--- src/rtl/winbase_pkg.sv ---
package winbase_pkg;
  localparam int ADDR_W = 32;
  localparam int BS_W   = 4;
  localparam int HI_W   = ADDR_W - BS_W;

  typedef enum logic [1:0] {
    LS_IDLE = 2'd0,
    LS_REQ  = 2'd1,
    LS_HOLD = 2'd2
  } link_state_e;

  // setup frame body: address bits above the size nibble
  function automatic logic [ADDR_W-1:0] pack_frame(
      input logic [HI_W-1:0] hi, input logic [BS_W-1:0] bs);
    return {hi, bs};
  endfunction

  function automatic logic timed_out(
      input logic [7:0] tmr, input logic [7:0] lim);
    return tmr == lim;
  endfunction
endpackage

--- src/rtl/winbase_regs.sv ---
module winbase_regs
  import winbase_pkg::*;
#(
  parameter int NP = 4,
  parameter int PW = 2
) (
  input  logic                     clk,
  input  logic                     rst_n,
  input  logic                     wr_en,
  input  logic [PW-1:0]            wr_pipe,
  input  logic [HI_W-1:0]          wr_base,
  input  logic [BS_W-1:0]          wr_bsize,
  input  logic                     launch,
  input  logic [PW-1:0]            launch_pipe,
  output logic [NP-1:0]            pend,
  output logic [NP-1:0][HI_W-1:0]  shd_hi,
  output logic [NP-1:0][BS_W-1:0]  shd_bs,
  output logic [HI_W-1:0]          cp_addr,
  output logic [PW-1:0]            st_pipe
);
  for (genvar g = 0; g < NP; g++) begin : g_pipe
    logic            hit;
    logic            take;
    logic            pend_q;
    logic [HI_W-1:0] hi_q;
    logic [BS_W-1:0] bs_q;

    assign hit  = wr_en && (wr_pipe == PW'(g));
    assign take = launch && (launch_pipe == PW'(g));

    always_ff @(posedge clk or negedge rst_n) begin
      if (!rst_n) begin
        pend_q <= 1'b0;
        hi_q   <= '0;
        bs_q   <= '0;
      end else begin
        // a write in the launch cycle keeps the pipe pending
        pend_q <= hit | (pend_q & ~take);
        if (hit) begin
          hi_q <= wr_base;
          bs_q <= wr_bsize;
        end
      end
    end

    assign pend[g]   = pend_q;
    assign shd_hi[g] = hi_q;
    assign shd_bs[g] = bs_q;
  end

  always_ff @(posedge clk or negedge rst_n) begin
    if (!rst_n) begin
      cp_addr <= '0;
      st_pipe <= '0;
    end else if (wr_en) begin
      cp_addr <= wr_base;
      st_pipe <= wr_pipe;
    end
  end
endmodule

--- src/rtl/winbase_arb.sv ---
module winbase_arb #(
  parameter int NP = 4,
  parameter int PW = 2
) (
  input  logic [NP-1:0] pend,
  input  logic [NP-1:0] pipe_idle,
  input  logic          link_ready,
  output logic          cand_vld,
  output logic [PW-1:0] pick
);
  logic [NP-1:0] cand;

  function automatic logic [PW-1:0] lowest_set(input logic [NP-1:0] v);
    logic [PW-1:0] r;
    r = '0;
    for (int i = NP - 1; i >= 0; i--) begin
      if (v[i]) r = PW'(i);
    end
    return r;
  endfunction

  assign cand     = pend & pipe_idle & {NP{link_ready}};
  assign cand_vld = |cand;
  assign pick     = lowest_set(cand);
endmodule

--- src/rtl/winbase_link.sv ---
module winbase_link
  import winbase_pkg::*;
#(
  parameter int NP    = 4,
  parameter int PW    = 2,
  parameter int TMO_W = 8
) (
  input  logic              clk,
  input  logic              rst_n,
  input  logic              cand_vld,
  input  logic [PW-1:0]     pick,
  input  logic [ADDR_W-1:0] sel_payload,
  input  logic [NP-1:0]     pipe_idle,
  input  logic              link_ready,
  input  logic [TMO_W-1:0]  tmo_limit,
  input  logic              frm_ack,
  input  logic              frm_nak,
  output logic              frm_req,
  output logic [PW-1:0]     frm_pipe,
  output logic [ADDR_W-1:0] frm_payload,
  output logic              launch,
  output logic              ack_done,
  output logic              retry_ev,
  output logic              busy
);
  link_state_e      state_q;
  logic [TMO_W-1:0] tmr_q;
  logic             expired;
  logic             relaunch;

  assign frm_req  = (state_q == LS_REQ);
  assign busy     = (state_q != LS_IDLE);
  assign launch   = (state_q == LS_IDLE) && cand_vld;
  assign ack_done = frm_req && frm_ack;
  assign expired  = timed_out(8'(tmr_q), 8'(tmo_limit));
  assign retry_ev = frm_req && !frm_ack && (frm_nak || expired);
  assign relaunch = (state_q == LS_HOLD) && pipe_idle[frm_pipe] && link_ready;

  always_ff @(posedge clk or negedge rst_n) begin
    if (!rst_n) begin
      state_q     <= LS_IDLE;
      tmr_q       <= '0;
      frm_pipe    <= '0;
      frm_payload <= '0;
    end else begin
      case (state_q)
        LS_IDLE: if (launch) begin
          state_q     <= LS_REQ;
          tmr_q       <= '0;
          frm_pipe    <= pick;
          frm_payload <= sel_payload;
        end
        LS_REQ: begin
          if (ack_done)      state_q <= LS_IDLE;
          else if (retry_ev) state_q <= LS_HOLD;
          tmr_q <= tmr_q + 1'b1;
        end
        LS_HOLD: if (relaunch) begin
          state_q <= LS_REQ;
          tmr_q   <= '0;
        end
        default: state_q <= LS_IDLE;
      endcase
    end
  end
endmodule

--- src/rtl/winbase_evt.sv ---
module winbase_evt #(
  parameter int NP   = 4,
  parameter int PW   = 2,
  parameter int SUPP = 2
) (
  input  logic          clk,
  input  logic          rst_n,
  input  logic          ack_done,
  input  logic [PW-1:0] act_pipe,
  input  logic [NP-1:0] evt_clr,
  input  logic [NP-1:0] irq_en,
  input  logic          data_done,
  output logic [NP-1:0] evt_sent,
  output logic          irq,
  output logic          opt_block
);
  localparam int CW = $clog2(SUPP + 1);

  logic [CW-1:0] supp_q;

  for (genvar g = 0; g < NP; g++) begin : g_evt
    logic set_g;
    logic evt_q;
    assign set_g = ack_done && (act_pipe == PW'(g));
    always_ff @(posedge clk or negedge rst_n) begin
      if (!rst_n) evt_q <= 1'b0;
      else        evt_q <= set_g | (evt_q & ~evt_clr[g]);
    end
    assign evt_sent[g] = evt_q;
  end

  always_ff @(posedge clk or negedge rst_n) begin
    if (!rst_n)                        supp_q <= '0;
    else if (ack_done)                 supp_q <= CW'(SUPP);
    else if (data_done && supp_q != 0) supp_q <= supp_q - 1'b1;
  end

  assign opt_block = (supp_q != 0);
  assign irq       = |(evt_sent & irq_en);
endmodule

--- src/rtl/winbase_tx.sv ---
module winbase_tx
  import winbase_pkg::*;
#(
  parameter int NUM_PIPES = 4,
  parameter int TMO_W     = 8,
  parameter int SUPP      = 2,
  localparam int PW       = (NUM_PIPES > 1) ? $clog2(NUM_PIPES) : 1
) (
  input  logic                 clk,
  input  logic                 rst_n,
  input  logic                 wr_en,
  input  logic [PW-1:0]        wr_pipe,
  input  logic [HI_W-1:0]      wr_base,
  input  logic [BS_W-1:0]      wr_bsize,
  input  logic [NUM_PIPES-1:0] pipe_idle,
  input  logic                 link_ready,
  input  logic [TMO_W-1:0]     tmo_limit,
  output logic                 frm_req,
  output logic [PW-1:0]        frm_pipe,
  output logic [ADDR_W-1:0]    frm_payload,
  input  logic                 frm_ack,
  input  logic                 frm_nak,
  input  logic                 data_done,
  input  logic [NUM_PIPES-1:0] evt_clr,
  input  logic [NUM_PIPES-1:0] irq_en,
  output logic [HI_W-1:0]      cp_addr,
  output logic [PW-1:0]        st_pipe,
  output logic                 st_bav,
  output logic [NUM_PIPES-1:0] evt_sent,
  output logic                 irq,
  output logic                 opt_block
);
  logic [NUM_PIPES-1:0]            pend;
  logic [NUM_PIPES-1:0][HI_W-1:0]  shd_hi;
  logic [NUM_PIPES-1:0][BS_W-1:0]  shd_bs;
  logic                            cand_vld;
  logic [PW-1:0]                   pick;
  logic [ADDR_W-1:0]               sel_payload;
  logic                            launch;
  logic                            ack_done;
  logic                            retry_ev;
  logic                            busy;

  winbase_regs #(.NP(NUM_PIPES), .PW(PW)) u_regs (
    .clk(clk), .rst_n(rst_n), .wr_en(wr_en), .wr_pipe(wr_pipe),
    .wr_base(wr_base), .wr_bsize(wr_bsize), .launch(launch),
    .launch_pipe(pick), .pend(pend), .shd_hi(shd_hi), .shd_bs(shd_bs),
    .cp_addr(cp_addr), .st_pipe(st_pipe)
  );

  winbase_arb #(.NP(NUM_PIPES), .PW(PW)) u_arb (
    .pend(pend), .pipe_idle(pipe_idle), .link_ready(link_ready),
    .cand_vld(cand_vld), .pick(pick)
  );

  assign sel_payload = pack_frame(shd_hi[pick], shd_bs[pick]);

  winbase_link #(.NP(NUM_PIPES), .PW(PW), .TMO_W(TMO_W)) u_link (
    .clk(clk), .rst_n(rst_n), .cand_vld(cand_vld), .pick(pick),
    .sel_payload(sel_payload), .pipe_idle(pipe_idle),
    .link_ready(link_ready), .tmo_limit(tmo_limit), .frm_ack(frm_ack),
    .frm_nak(frm_nak), .frm_req(frm_req), .frm_pipe(frm_pipe),
    .frm_payload(frm_payload), .launch(launch), .ack_done(ack_done),
    .retry_ev(retry_ev), .busy(busy)
  );

  winbase_evt #(.NP(NUM_PIPES), .PW(PW), .SUPP(SUPP)) u_evt (
    .clk(clk), .rst_n(rst_n), .ack_done(ack_done), .act_pipe(frm_pipe),
    .evt_clr(evt_clr), .irq_en(irq_en), .data_done(data_done),
    .evt_sent(evt_sent), .irq(irq), .opt_block(opt_block)
  );

  assign st_bav = (|pend) | busy;
endmodule

--- config.mk ---
export PLATFORM = sky130hd
export DESIGN_NAME = winbase_tx
export DESIGN_NICKNAME = d
export VERILOG_FILES = /design/src/rtl/winbase_pkg.sv /design/src/rtl/winbase_regs.sv /design/src/rtl/winbase_arb.sv /design/src/rtl/winbase_link.sv /design/src/rtl/winbase_evt.sv /design/src/rtl/winbase_tx.sv
export SDC_FILE = /design/constraint.sdc
export NUM_CORES = 1
export LEC_CHECK = 0
export ABC_AREA = 1
export BUFFER_PORTS_ARGS = -buffer_cell sky130_fd_sc_hd__buf_2
export CORE_MARGIN = 2
export CORE_UTILIZATION = 23
export CTS_CLUSTER_SIZE = 24
export DETAILED_ROUTE_END_ITERATION = 6
export GPL_TIMING_DRIVEN = 0
export PLACE_DENSITY = 0.37
export SYNTH_ARGS = -nofsm -noshare
export SYNTH_HDL_FRONTEND = slang
export SYNTH_SLANG_ARGS = --single-unit
export TNS_END_PERCENT = 30
--- constraint.sdc ---
create_clock -name clk -period 1.47 [get_ports clk]
set_clock_uncertainty 0.1 [all_clocks]
set_input_delay 0.0735 -clock clk [delete_from_list [all_inputs] [get_ports clk]]
set_output_delay 0.0735 -clock clk [all_outputs]
set_load 0.03 [all_outputs]
## Yosys cells after proc, flatten, opt, wreduce, memory -nomap -nowiden

Cells that the tools add are included.

| word-level totals | value |
|---|---|
| bits in registers | 212 |
| latch bits | 0 |
| RAM bits | 0 |
| memory bits (read-only) | 0 |
| output and inout port bits | 72 |
| word-level logic and storage cells | 125 |
| memories | 0 |

| cells by class | value |
|---|---|
| add/subtract/negate cells | 2 |
| $mul | 0 |
| divide/modulo/power cells | 0 |
| $lt $le $gt $ge | 2 |
| eq/ne operators | 15 |
| shifts and indexed selects | 0 |
| muxes and demuxes | 20 |
| bitwise logic cells | 28 |
| reductions and logical operators | 35 |

Operators with widths:

| cell | number |
|---|---|
| 28-bit binary-select mux with 2-bit select | 1 |
| 28-bit two-way mux | 1 |
| 8-bit case mux with 3 select lines | 1 |
| 2-bit two-way mux | 10 |
| 1-bit logical AND | 19 |
| 8-bit two-way mux | 2 |
| 2-bit == test (second input constant) | 7 |
| 4-bit bitwise AND | 3 |
| 4-bit OR reduction | 3 |
| 1-bit bitwise OR | 9 |
| 8-bit by 1-bit adder with 8-bit output (second input constant) | 1 |
| 1-bit bitwise AND | 8 |
| 4-bit binary-select mux with 2-bit select | 1 |
| 2-bit by 1-bit == test with 1-bit output (second input constant) | 4 |
| 8-bit == test | 1 |
| 2-bit logical NOT | 4 |
| 1-bit inverter | 8 |
| 2-bit by 3-bit < comparator with 1-bit output (second input constant) | 2 |
| 2-bit case mux with 3 select lines | 1 |
| 3-bit AND reduction | 2 |
| 2-bit nonzero test | 3 |
| 4-bit two-way mux | 1 |
| 3-bit by 2-bit != test with 1-bit output (second input constant) | 1 |
| 3-bit nonzero test | 1 |
| other kinds (8) | 8 |

## Logic depth before layout (Yosys ltp)

Gate-level depths: netlist (run 1).

| logic depth | value |
|---|---|
| depth in word-level cells | 11 |
| depth in mapped cells | 12 |
| mapped depth without buffers | 10 |

## Cells and area by module

A second synthesis (run 1) with hierarchy kept.

| second synthesis, totals | value |
|---|---|
| cell total of the unflattened synthesis | 1412 |
| area total of the unflattened synthesis | 10543.9 sq um |

By module, submodules not included:

| module | instances | cells an instance | area an instance (sq um) |
|---|---|---|---|
| winbase_regs | 1 | 712 | 6516.2 |
| winbase_link | 1 | 268 | 2064.5 |
| winbase_tx | 1 | 377 | 1575.3 |
| winbase_evt | 1 | 41 | 322.8 |
| winbase_arb | 1 | 14 | 65.1 |

## Worst setup path after synthesis (run 1)

OpenSTA, ideal clock, no wires.

| timing path | value |
|---|---|
| kind | register -> register |
| start | reg u_link.state_q[1] |
| end | reg u_evt.g_evt[0].evt_q |
| arrival | 1.434 ns |
| slack | -0.165 ns |
| stages on the path, launching flop included | 5 |
| period minus slack after synthesis | 1.635 ns |
| cell sequence | dfrtp_1 -> clkbuf_1 -> nor2_2 -> nand2_1 -> o32ai_1 |

| between the ends | value |
|---|---|
| cells in the longest elaborated chain, start to end | 4 |

RTL lines:

| element | RTL line | text |
|---|---|---|
| start, declared | winbase_link.sv:26 | `link_state_e state_q;` |
| start signal, assigned | winbase_link.sv:41 | `state_q <= LS_IDLE;` |
| start signal, assigned | winbase_link.sv:48 | `state_q <= LS_REQ;` |
| start signal, assigned | winbase_link.sv:54 | `if (ack_done) state_q <= LS_IDLE;` |
| 2-bit by 1-bit == test with 1-bit output | winbase_link.sv:31 | `assign frm_req = (state_q == LS_REQ);` |
| named net frm_req | winbase_tx.sv:18 | `output logic frm_req,` |
| 1-bit logical AND | winbase_link.sv:34 | `assign ack_done = frm_req && frm_ack;` |
| 1-bit logical AND | winbase_evt.sv:24 | `assign set_g = ack_done && (act_pipe == PW'(g));` |
| 1-bit bitwise OR | winbase_evt.sv:27 | `else evt_q <= set_g \| (evt_q & ~evt_clr[g]);` |
| end signal, assigned | winbase_evt.sv:27 |  |
| end, declared | winbase_evt.sv:23 | `logic evt_q;` |

The timed path passes the listed nets, and every way through them passes these cells.
A chain may end at the register's enable or synchronous reset.

## Worst setup path in the final report (run 1)

| timing path | value |
|---|---|
| start | reg u_regs.g_pipe[3].pend_q |
| end | out st_bav |

| between the ends | value |
|---|---|
| cells in the longest elaborated chain, start to end | 2 |

RTL lines:

| element | RTL line | text |
|---|---|---|
| start, declared | winbase_regs.sv:24 | `logic pend_q;` |
| start signal, assigned | winbase_regs.sv:38 | `pend_q <= hit \| (pend_q & ~take);` |
| 4-bit OR reduction | winbase_tx.sv:73 | `assign st_bav = (\|pend) \| busy;` |
| 1-bit bitwise OR | winbase_tx.sv:73 |  |
| end, declared | winbase_tx.sv:28 | `output logic st_bav,` |

No other way between the ends.

==> results of run 1 <==
==> cell families (layout without fill, tap and decap cells) <==
family	after synthesis	after routing
buffers and inverters	258	537
adders and majority gates	2	2
xor gates and xnor gates	6	6
muxes	1	1
and+or+nand+nor	583	583
AOI/OAI and AO/OA	175	175
DFF	212	212
==> flip-flops by register name, indices dropped and copies added (netlist names) <==
signal and flops:
u_regs.st_pipe 2, u_regs.g_pipe.hi_q 112, u_evt.supp_q 2, u_evt.g_evt.evt_q 4, u_regs.g_pipe.bs_q 16, u_regs.cp_addr 28
u_link.frm_pipe 2, u_link.state_q 2, u_link.frm_payload 32, u_link.tmr_q 8, u_regs.g_pipe.pend_q 4
==> worst paths after layout <==
path | startpoint | endpoint | slack, ns | cells past startpoint
setup reg to reg | u_regs.g_pipe[3].pend_q$_DFF_PN0_ | u_link.frm_payload[12]$_DFFE_PN0P_ | -0.27 | 10
hold reg to reg | u_link.frm_payload[24]$_DFFE_PN0P_ | u_link.frm_payload[24]$_DFFE_PN0P_ | 0.36 | 2
hold / removal | rst_n | u_evt.g_evt[0].evt_q$_DFF_PN0_ | 0.04 | 3
setup / recovery | u_regs.g_pipe[3].pend_q$_DFF_PN0_ | st_bav | -0.32 | 4
min in group clk | wr_en | u_regs.st_pipe[1]$_DFFE_PN0P_ | 0.07 | 2
max in group asynchronous | rst_n | u_regs.g_pipe[0].hi_q[14]$_DFFE_PN0P_ | 0.27 | 4
==> repair_timing <==
action | CTS | global route
gates resized for setup | 138 | 173
setup buffers | 24 | 13
endpoints found under the setup margin | 130 | 121
pin swaps | 16 | 113
hold buffers | 55 | 0
cloned | 5 | 11
hold endpoints to repair | 269 | 0
==> per-layer routing <==
layer,routed length [microns],vias up,track usage,part of all wire
met2,15700,178,0.244,0.46
met5,0,-,0,0
met4,577,0,0.0340,0.017
met1,16300,4216,0.213,0.48
li1,-,4381,-,-
met3,1240,35,0.0192,0.036
==> stage by stage <==
step	hold slack [ns]	total power, mW	worst slack, ns	instance area (sq um)	cells
after detailed placement	0.0483	14.7	-0.865	11200	1909
after floorplan	-0.322	12.3	-0.0449	9770	1237
after global placement	0.155	14.6	-4.49	11100	1907
after CTS	0.0523	22.9	-0.251	13400	2038
after global routing	0.0786	25.4	-0.379	14300	2055
final	0.0361	23.8	-0.317	14300	2055
==> Yosys cell counts (all sizes together) (4+ instances only) <==
cell type / instances
inv: 184
dfrtp: 212
nand2: 386
nand3: 143
clkbuf: 37
xnor2: 4
nand4: 5
nor2: 42
a21oi: 31
o21ai: 136
buf: 37
o32ai: 4
==> tightest hold or removal path: stages <==
cell,delay (ns)
dlygate4sd3_1,0.56
buf_8,0.11
buf_16,0.37
==> cell type report <==
cell class                 count  area (sq um)  share of cell area
sequential                   212          5310               0.370
multi-input combinational    767          4140               0.289
timing repair buffer         240          2090               0.146
clock buffer                  40           785              0.0547
inverter                     184           722              0.0503
tap                          539           674              0.0470
buffer                        67           559              0.0390
clock inverter                 6          57.6             0.00401
==> power by group through the flow <==
stage	Sequential, mW	Clock [mW]	Combinational, mW
final	7.86	6.41	9.53
after global routing	8.03	6.93	10.5
after CTS	7.86	6.70	8.34
after detailed placement	7.88	0	6.78
after global placement	7.88	0	6.72
after floorplan	8.70	0	3.65
==> results.md, run 1 <==
CTS:
- The level count of the clock H-tree is 1.
- The clock tree from TritonCTS is done.
- The clock-pin slew on the worst setup and hold paths is 0.06 ns.
- The clock root buffer is clkbuf_16.
- Counting the buffers created by CTS gives 27.
- The number of sinks handled by clock tree synthesis is 212.
- No sink is reached through more buffers than the 3 on the longest clock path.
- At the later pin of the worst-skew pair, clock insertion delay measures 0.54 ns.

Final layout:
- Leaving out fill and tap cells, the most frequent cell in the layout is nand2_1.
- The utilization of the core after routing is 0.342.
- After the last flow step, the layout net total stands at 1562.
- The fill cell instance count of the final layout is 4441.
- Of the cells placed in the final design, the portion with a size suffix greater than 1 is 0.280.
- The number of antenna diodes in the final layout is 0.
- Relative to the synthesized area, the layout overhead comes to 46.9%.
- Leaving out fill and tap cells, the most frequent cells in the layout are nand2_1, dfrtp_1, inv_1.

Timing:
- Setup repair after global routing could not meet its margin everywhere.
- Timing would allow up to 560 MHz.
- The final worst setup slack is -0.317 ns.
- The number of slew-limit violations in the final report is 0.
- The remaining max-slew budget at the tightest pin is 0.506.
- At the pin with the least slew margin, the transition time is 0.741 ns.
- Of the available clock period, the critical path in the final layout requires 1.22.
- The final setup violation count is 46.
- The final total negative setup slack is -9.17 ns.
- The minimum clock period is 1.79 ns.
- The number of failing hold endpoints at the final stage is 0.

Synth:
- Of all flip-flops after synthesis, the portion carrying an async set or reset was 1.00.
- By area, the combinational part of the netlist is dominated by simple AND/OR/NAND/NOR gates.
- The most used flip-flop cell after synthesis is dfrtp_1.
- The synthesized design spends more area on one cell type than any other, namely dfrtp_1.
- The complex-gate fraction of the synthesized area is 0.0934.
- In this run, synthesis produced a sequential element count of 212.
- The number of different library cells in the post-synthesis netlist is 33.
- The proportion of netlist area held by the largest area contributor is 0.543.
- Of the total synthesized cell area, the portion taken by AND, OR, NAND and NOR gates is 0.247.
- The share of the Yosys chip area taken by registers is 0.543.
- The area of the mapped netlist is 9770 sq um.
- The portion of synthesized area spent on multiplexers is 0.00115.
- The post-synthesis share of cell area spent on full adders, half adders and majority gates is 0.00256.
- The warning count from the yosys run is 0.
- By area the synthesized netlist is led by dfrtp_1, nand2_1, nand3_1.
- The xor/xnor share of the synthesized area is 0.00538.
- The count of flip-flops with a built-in enable after synthesis is 0.
- The post-synthesis instance total is 1237.
- Synthesis produced a netlist with a net count of 1300.
- In this run the mean area of a mapped cell was 7.90 sq um.

Critical path:
- The data required time at the worst endpoint is 1.30 ns.
- The worst setup path is launched from a flop.
- Together, buffers and inverters on the worst path number 2.
- The peak fanout along the critical path is 3.
- The cell that appears most often on the critical path is buf_6.
- Traced cell by cell, the critical path runs through buf_6 -> nor4_4 -> nand2_1 -> buf_6.
- The kind of cell with the highest combined delay along the critical path is flip-flops.
- Data on the critical path arrives at its endpoint at 1.61 ns.
- In this design, the stage delay of the slowest critical-path cell is 0.41 ns.
- The highest-delay cell along the critical path is dfrtp_1.
- By startpoint and endpoint, the worst setup path is classified as flop to output port.
- The type of element capturing the critical path is an output port.

Routing:
- For this block, the via count after detailed routing is 8810.
- The detailed-routing iteration count for the pre-antenna-repair pass is 5.
- Dividing the detail-routed wire length by the instance count gives 16.5 microns.
- In this run the remaining antenna-violating nets after routing total 0.
- The average via count per standard cell is 4.29.
- The total routed wirelength is 33800 microns.
- The number of remaining DRC errors is 0.
- In this run, the number of DRC markers left after iteration 0 of detailed routing was 468.

Power and ir drop:
- The switching power share of the total is 0.377.
- The power density relative to cell area is 1660 nW/um^2.
- The share of total power dissipated in sequential elements is 0.330.
- Of the total power, combinational logic draws 0.400.
- In this run the power spent charging and discharging nets is 8.98 mW.
- Summed over all cells, the static leakage comes to 7.23 nW.
- Of the total power, the clock network draws 0.269.
- Cell internal power was estimated by the tool at 14.8 mW.
- The maximum VDD drop is 0.000824 V.

Die:
- The starting utilization of the core area is 0.233.
- The die outline area is 44100 sq um.
- The floorplan has 75 rows.
- The number of placed I/O pins is 133.
- From bottom edge to top edge, the die measures 210 microns.
- The placeable core region is 41900 sq um.
- From left edge to right edge, the die measures 210 microns.

Global route:
- The global router's overall resource usage is 0.150.
- The number of global-route vias before repair is 8625.
- The initial antenna violation count was 0.
- The total congestion overflow after global routing is 0.
- Entering global routing, the biggest net connects 111 pins.
- The global-route wire length before repair is 51400 microns.

Worst hold path:
- The min-delay analysis places its worst path in the category input pin to async pin.

Placement:
- The estimated wirelength of the detail-placed design is 21400 microns.
- The count of input and output buffers is 131.
- The congestion estimate from routability-driven global placement came to 0.756.

Outcome:
- The run finished, with violations left.
- The final reports fail on negative setup slack.

Flow run:
- Max-cap violations in this run came to 0.
(Power assumes the default switching activity.)
==> inputs of run 2 (changes only) <==
- BUFFER_PORTS_ARGS: -buffer_cell sky130_fd_sc_hd__buf_2 -> default
- CAP_MARGIN: default -> 20
- CELL_PAD_IN_SITES_DETAIL_PLACEMENT: default -> 0
- CELL_PAD_IN_SITES_GLOBAL_PLACEMENT: default -> 1
- DONT_BUFFER_PORTS: default -> 1
- PLACE_DENSITY: 0.37 -> 0.43
==> run 2 against run 1 <==
Net effect: the run ends with negative hold slack, negative setup slack left; worst setup slack gained 0.045 ns; global-route usage rose by 0.20 points; clock-buffer cell count rose by 7; flip-flop and latch count unchanged; via count is 7.9% lower; utilization is 4.3 points lower; sequential share of layout area increased by 5.4 points.
==> results.md, run 2 (synthesis gave the netlist of run 1 again) <==
Routing:
- The total routed wirelength was 33200 microns (was 33800 microns).
- The average via count per standard cell came to 4.27 (was 4.29).
- The number of remaining DRC errors came to 0 (unchanged).
- The number of nets with antenna violations after detailed routing came to 0 (unchanged).
- The total vias in the final route is 8110 (was 8810).
- The count of routing violations after the opening detailed-route iteration came to 475 (was 468).
- The detailed-routing iteration count for the pre-antenna-repair pass is 4 (was 5).
- The routed length on met1 is 15800 microns (was 16300 microns).
- The highest metal layer with signal wires is met4 (unchanged).
- The met3 layer wire length in the routed design is 1500 microns (was 1240 microns).
- The average wire length per cell after detail routing is 17.5 microns (was 16.5 microns).
- The total met2 wirelength after detailed routing is 15400 microns (was 15700 microns).

CTS:
- The clock-pin slew on the worst setup and hold paths is 0.05 ns (was 0.06 ns).
- The number of buffers added to fix hold violations after cts is 56 (was 55).
- The number of sinks handled by clock tree synthesis is 212 (unchanged).
- The clock latency at the later pin of the worst-skew pair came to 0.57 ns (was 0.54 ns).
- The level count of the clock H-tree was 1 (unchanged).
- The number of buffers on the longest clock path was 3 (unchanged).
- The TritonCTS buffer count is 29 (was 27).
- The clock root buffer was clkbuf_16 (unchanged).
- The clock tree from TritonCTS is done (unchanged).

Flow run:
- The total of max-cap violations is 0 (unchanged).

Final layout:
- The layout overhead on the synthesized area was 28.2% (was 46.9%).
- The final design instance area without fill was 12500 sq um (was 14300 sq um).
- The register with the highest flop count is u_regs.g_pipe.hi_q (unchanged).
- The flip-flop count of the largest register after layout came to 112 (unchanged).
- The utilization of the core after routing was 0.298 (was 0.342).
- Commonest cells after routing, fill and taps aside: nand2_1, dfrtp_1, inv_1 (unchanged).
- Top flop regs: u_regs.g_pipe.hi_q x112, u_link.frm_payload x32, u_regs.cp_addr x28 (unchanged).
- The fill cell instance count of the final layout is 4524 (was 4441).
- The most frequent standard cell in the layout excluding fill and tap cells is nand2_1 (unchanged).
- The count of placed standard cells in the final layout, fillers left out is 1901 (was 2055).
- The final net count is 1402 (was 1562).
- The share of final-layout standard cells stronger than drive strength 1 was 0.121 (was 0.280).

Placement:
- The placed standard-cell area came to 10400 sq um (was 11200 sq um).
- The count of input and output buffers is 0 (was 131).
- The number of cells in the design after placement is 1776 (was 1909).
- The estimated wirelength of the detail-placed design is 21900 microns (was 21400 microns).
- The final weighted congestion in routability-driven placement is 0.733 (was 0.756).
- The worst slack after detailed placement is -0.723 ns (was -0.865 ns).

Critical path:
- The critical setup path kind is flop to output port (unchanged).
- The peak fanout along the critical path is 4 (was 3).
- The peak per-stage delay on the critical path is 0.40 ns (was 0.41 ns).
- The data required time at the worst endpoint is 1.30 ns (about the same).
- The highest-delay cell along the critical path is dfrtp_1 (unchanged).
- The critical path startpoint category is a flop (unchanged).
- Cell-by-cell trace of the critical path: buf_4 -> nor4_2 -> nand2_2 (was buf_6 -> nor4_4 -> nand2_1 -> buf_6).
- The type of element capturing the critical path is an output port (unchanged).
- The worst endpoint data arrival time is 1.57 ns (was 1.61 ns).
- The cell family with the largest share of critical-path delay was simple AND/OR/NAND/NOR gates (was flip-flops).
- The sum of buffers and inverters on the critical path is 1 (was 2).

Die:
- The floorplan die height is 210 microns (unchanged).
- The die outline area is 44100 sq um (unchanged).
- The number of placed I/O pins was 133 (unchanged).
- The starting utilization of the core area is 0.233 (unchanged).
- The placeable core region is 41900 sq um (unchanged).
- The number of standard-cell rows in the floorplan was 75 (unchanged).
- The die outline width is 210 microns (unchanged).

Timing:
- The number of failing hold endpoints at the final stage was 223 (was 0).
- RSZ-0062 raised after global routing: true (unchanged).
- The final worst setup slack is -0.272 ns (was -0.317 ns).
- The final hold slack is -0.892 ns (was 0.0361 ns).
- The minimum clock period is 1.74 ns (was 1.79 ns).
- The maximum achievable frequency is 574 MHz (was 560 MHz).
- The portion of the clock cycle consumed by the worst path in the final layout is 1.18 (was 1.22).
- The remaining max-slew budget at the tightest pin is 0.506 (about the same).
- The number of slew-limit violations in the final report came to 0 (unchanged).
- The slew of the pin with the lowest slew margin came to 0.740 ns (was 0.741 ns).
- The final setup violation count came to 63 (was 46).

Outcome:
- Violated checks: negative hold slack, negative setup slack (was negative setup slack).
- Status: complete, but fails checks (unchanged).

Global route:
- The initial antenna violation count is 1 (was 0).
- The global router's overall resource usage is 0.152 (was 0.150).
- The global-route wire length before repair is 51200 microns (was 51400 microns).
- The number of global-route vias before repair is 8207 (was 8625).
- The total congestion overflow after global routing came to 0 (unchanged).
- The maximum number of pins on one net before global-route repair is 213 (was 111).

Power and ir drop:
- The reported leakage power is 6.24 nW (was 7.23 nW).
- The power density relative to cell area is 1750 nW/um^2 (was 1660 nW/um^2).
- The maximum VDD drop is 0.000825 V (was 0.000824 V).

Worst hold path:
- The classification of the worst-slack hold path is input pin to async pin (unchanged).
[run 2: cell types whose count changed in the layout (fill, tap and decap cells not counted), sizes merged, moves of 2 or more]
cell	before	now
buf	206	52
clkbuf	86	83
inv	183	186
clkinv	5	3
dlygate4sd3	54	56
[run 2: final timing paths]
kind	startpoint	endpoint	slack, ns	cells past startpoint
worst max-delay path	u_regs.g_pipe[3].pend_q$_DFF_PN0_	st_bav	-0.27	3
worst min-delay path	rst_n	u_link.tmr_q[3]$_DFFE_PN0P_	-0.89	0
worst max register to register	u_regs.g_pipe[2].pend_q$_DFF_PN0_	u_link.frm_payload[31]$_DFFE_PN0P_	-0.24	9
worst min register to register	u_regs.g_pipe[3].hi_q[23]$_DFFE_PN0P_	u_regs.g_pipe[3].hi_q[23]$_DFFE_PN0P_	0.38	2
max in group asynchronous	rst_n	u_regs.g_pipe[3].hi_q[22]$_DFFE_PN0P_	1.72	0
min in group clk	wr_pipe[0]	u_regs.g_pipe[3].hi_q[0]$_DFFE_PN0P_	-0.05	4
[run 2: final cells by class]
cell class	count	area (sq um)	area share
flip-flops and latches	212	5310	0.424
multi-input cells	768	3600	0.288
clock buffers	47	883	0.0706
repair buffers	72	726	0.0580
inverters	184	701	0.0560
well taps	539	674	0.0539
plain buffers	72	557	0.0445
clock inverters	6	62.6	0.00500
diodes	1	2.50	0.000200
[run 2: report_power, final]
part | leakage, nW | switching (mW) | internal (mW)
logic | 3.16 | 3.59 | 2.32
registers | 2.61 | 1.90 | 7.08
clock network | 0.468 | 2.73 | 4.25
total | 6.24 | 8.22 | 13.6
[run 2: worst register-to-register path: stages (launching register included)]
cell and delay [ns]:
dfrtp_1 0.39, nand3_2 0.09, buf_4 0.15, nand2_1 0.10
nor2_4 0.05, nor2_4 0.22, buf_4 0.19, buf_4 0.14
nand2_1 0.12, nand2_1 0.08
[run 2: per-layer routing]
| layer | global-route usage | vias to the layer above |
|---|---|---|
| met5 | 0 | - |
| met4 | 0.0325 | 0 |
| met3 | 0.0273 | 26 |
| met2 | 0.249 | 145 |
| met1 | 0.210 | 3868 |
| li1 | - | 4071 |
[run 2: per-stage QoR]
step,setup TNS (ns),power [mW]
3_5_place_dp,-93.16,14.0
6_report,-8.68,21.9
4_1_cts,-15.17,22.2
5_1_grt,-18.53,23.5
2_1_floorplan,-1.35,12.3
3_3_place_gp,-91.18,14.0
[run 2: what timing repair did]
action	in CTS	in global routing
setup endpoints to repair	76	150
resized for setup	97	43
hold endpoints to repair	389	215
setup buffers	13	2
gates cloned	2	0
pin swaps	12	10
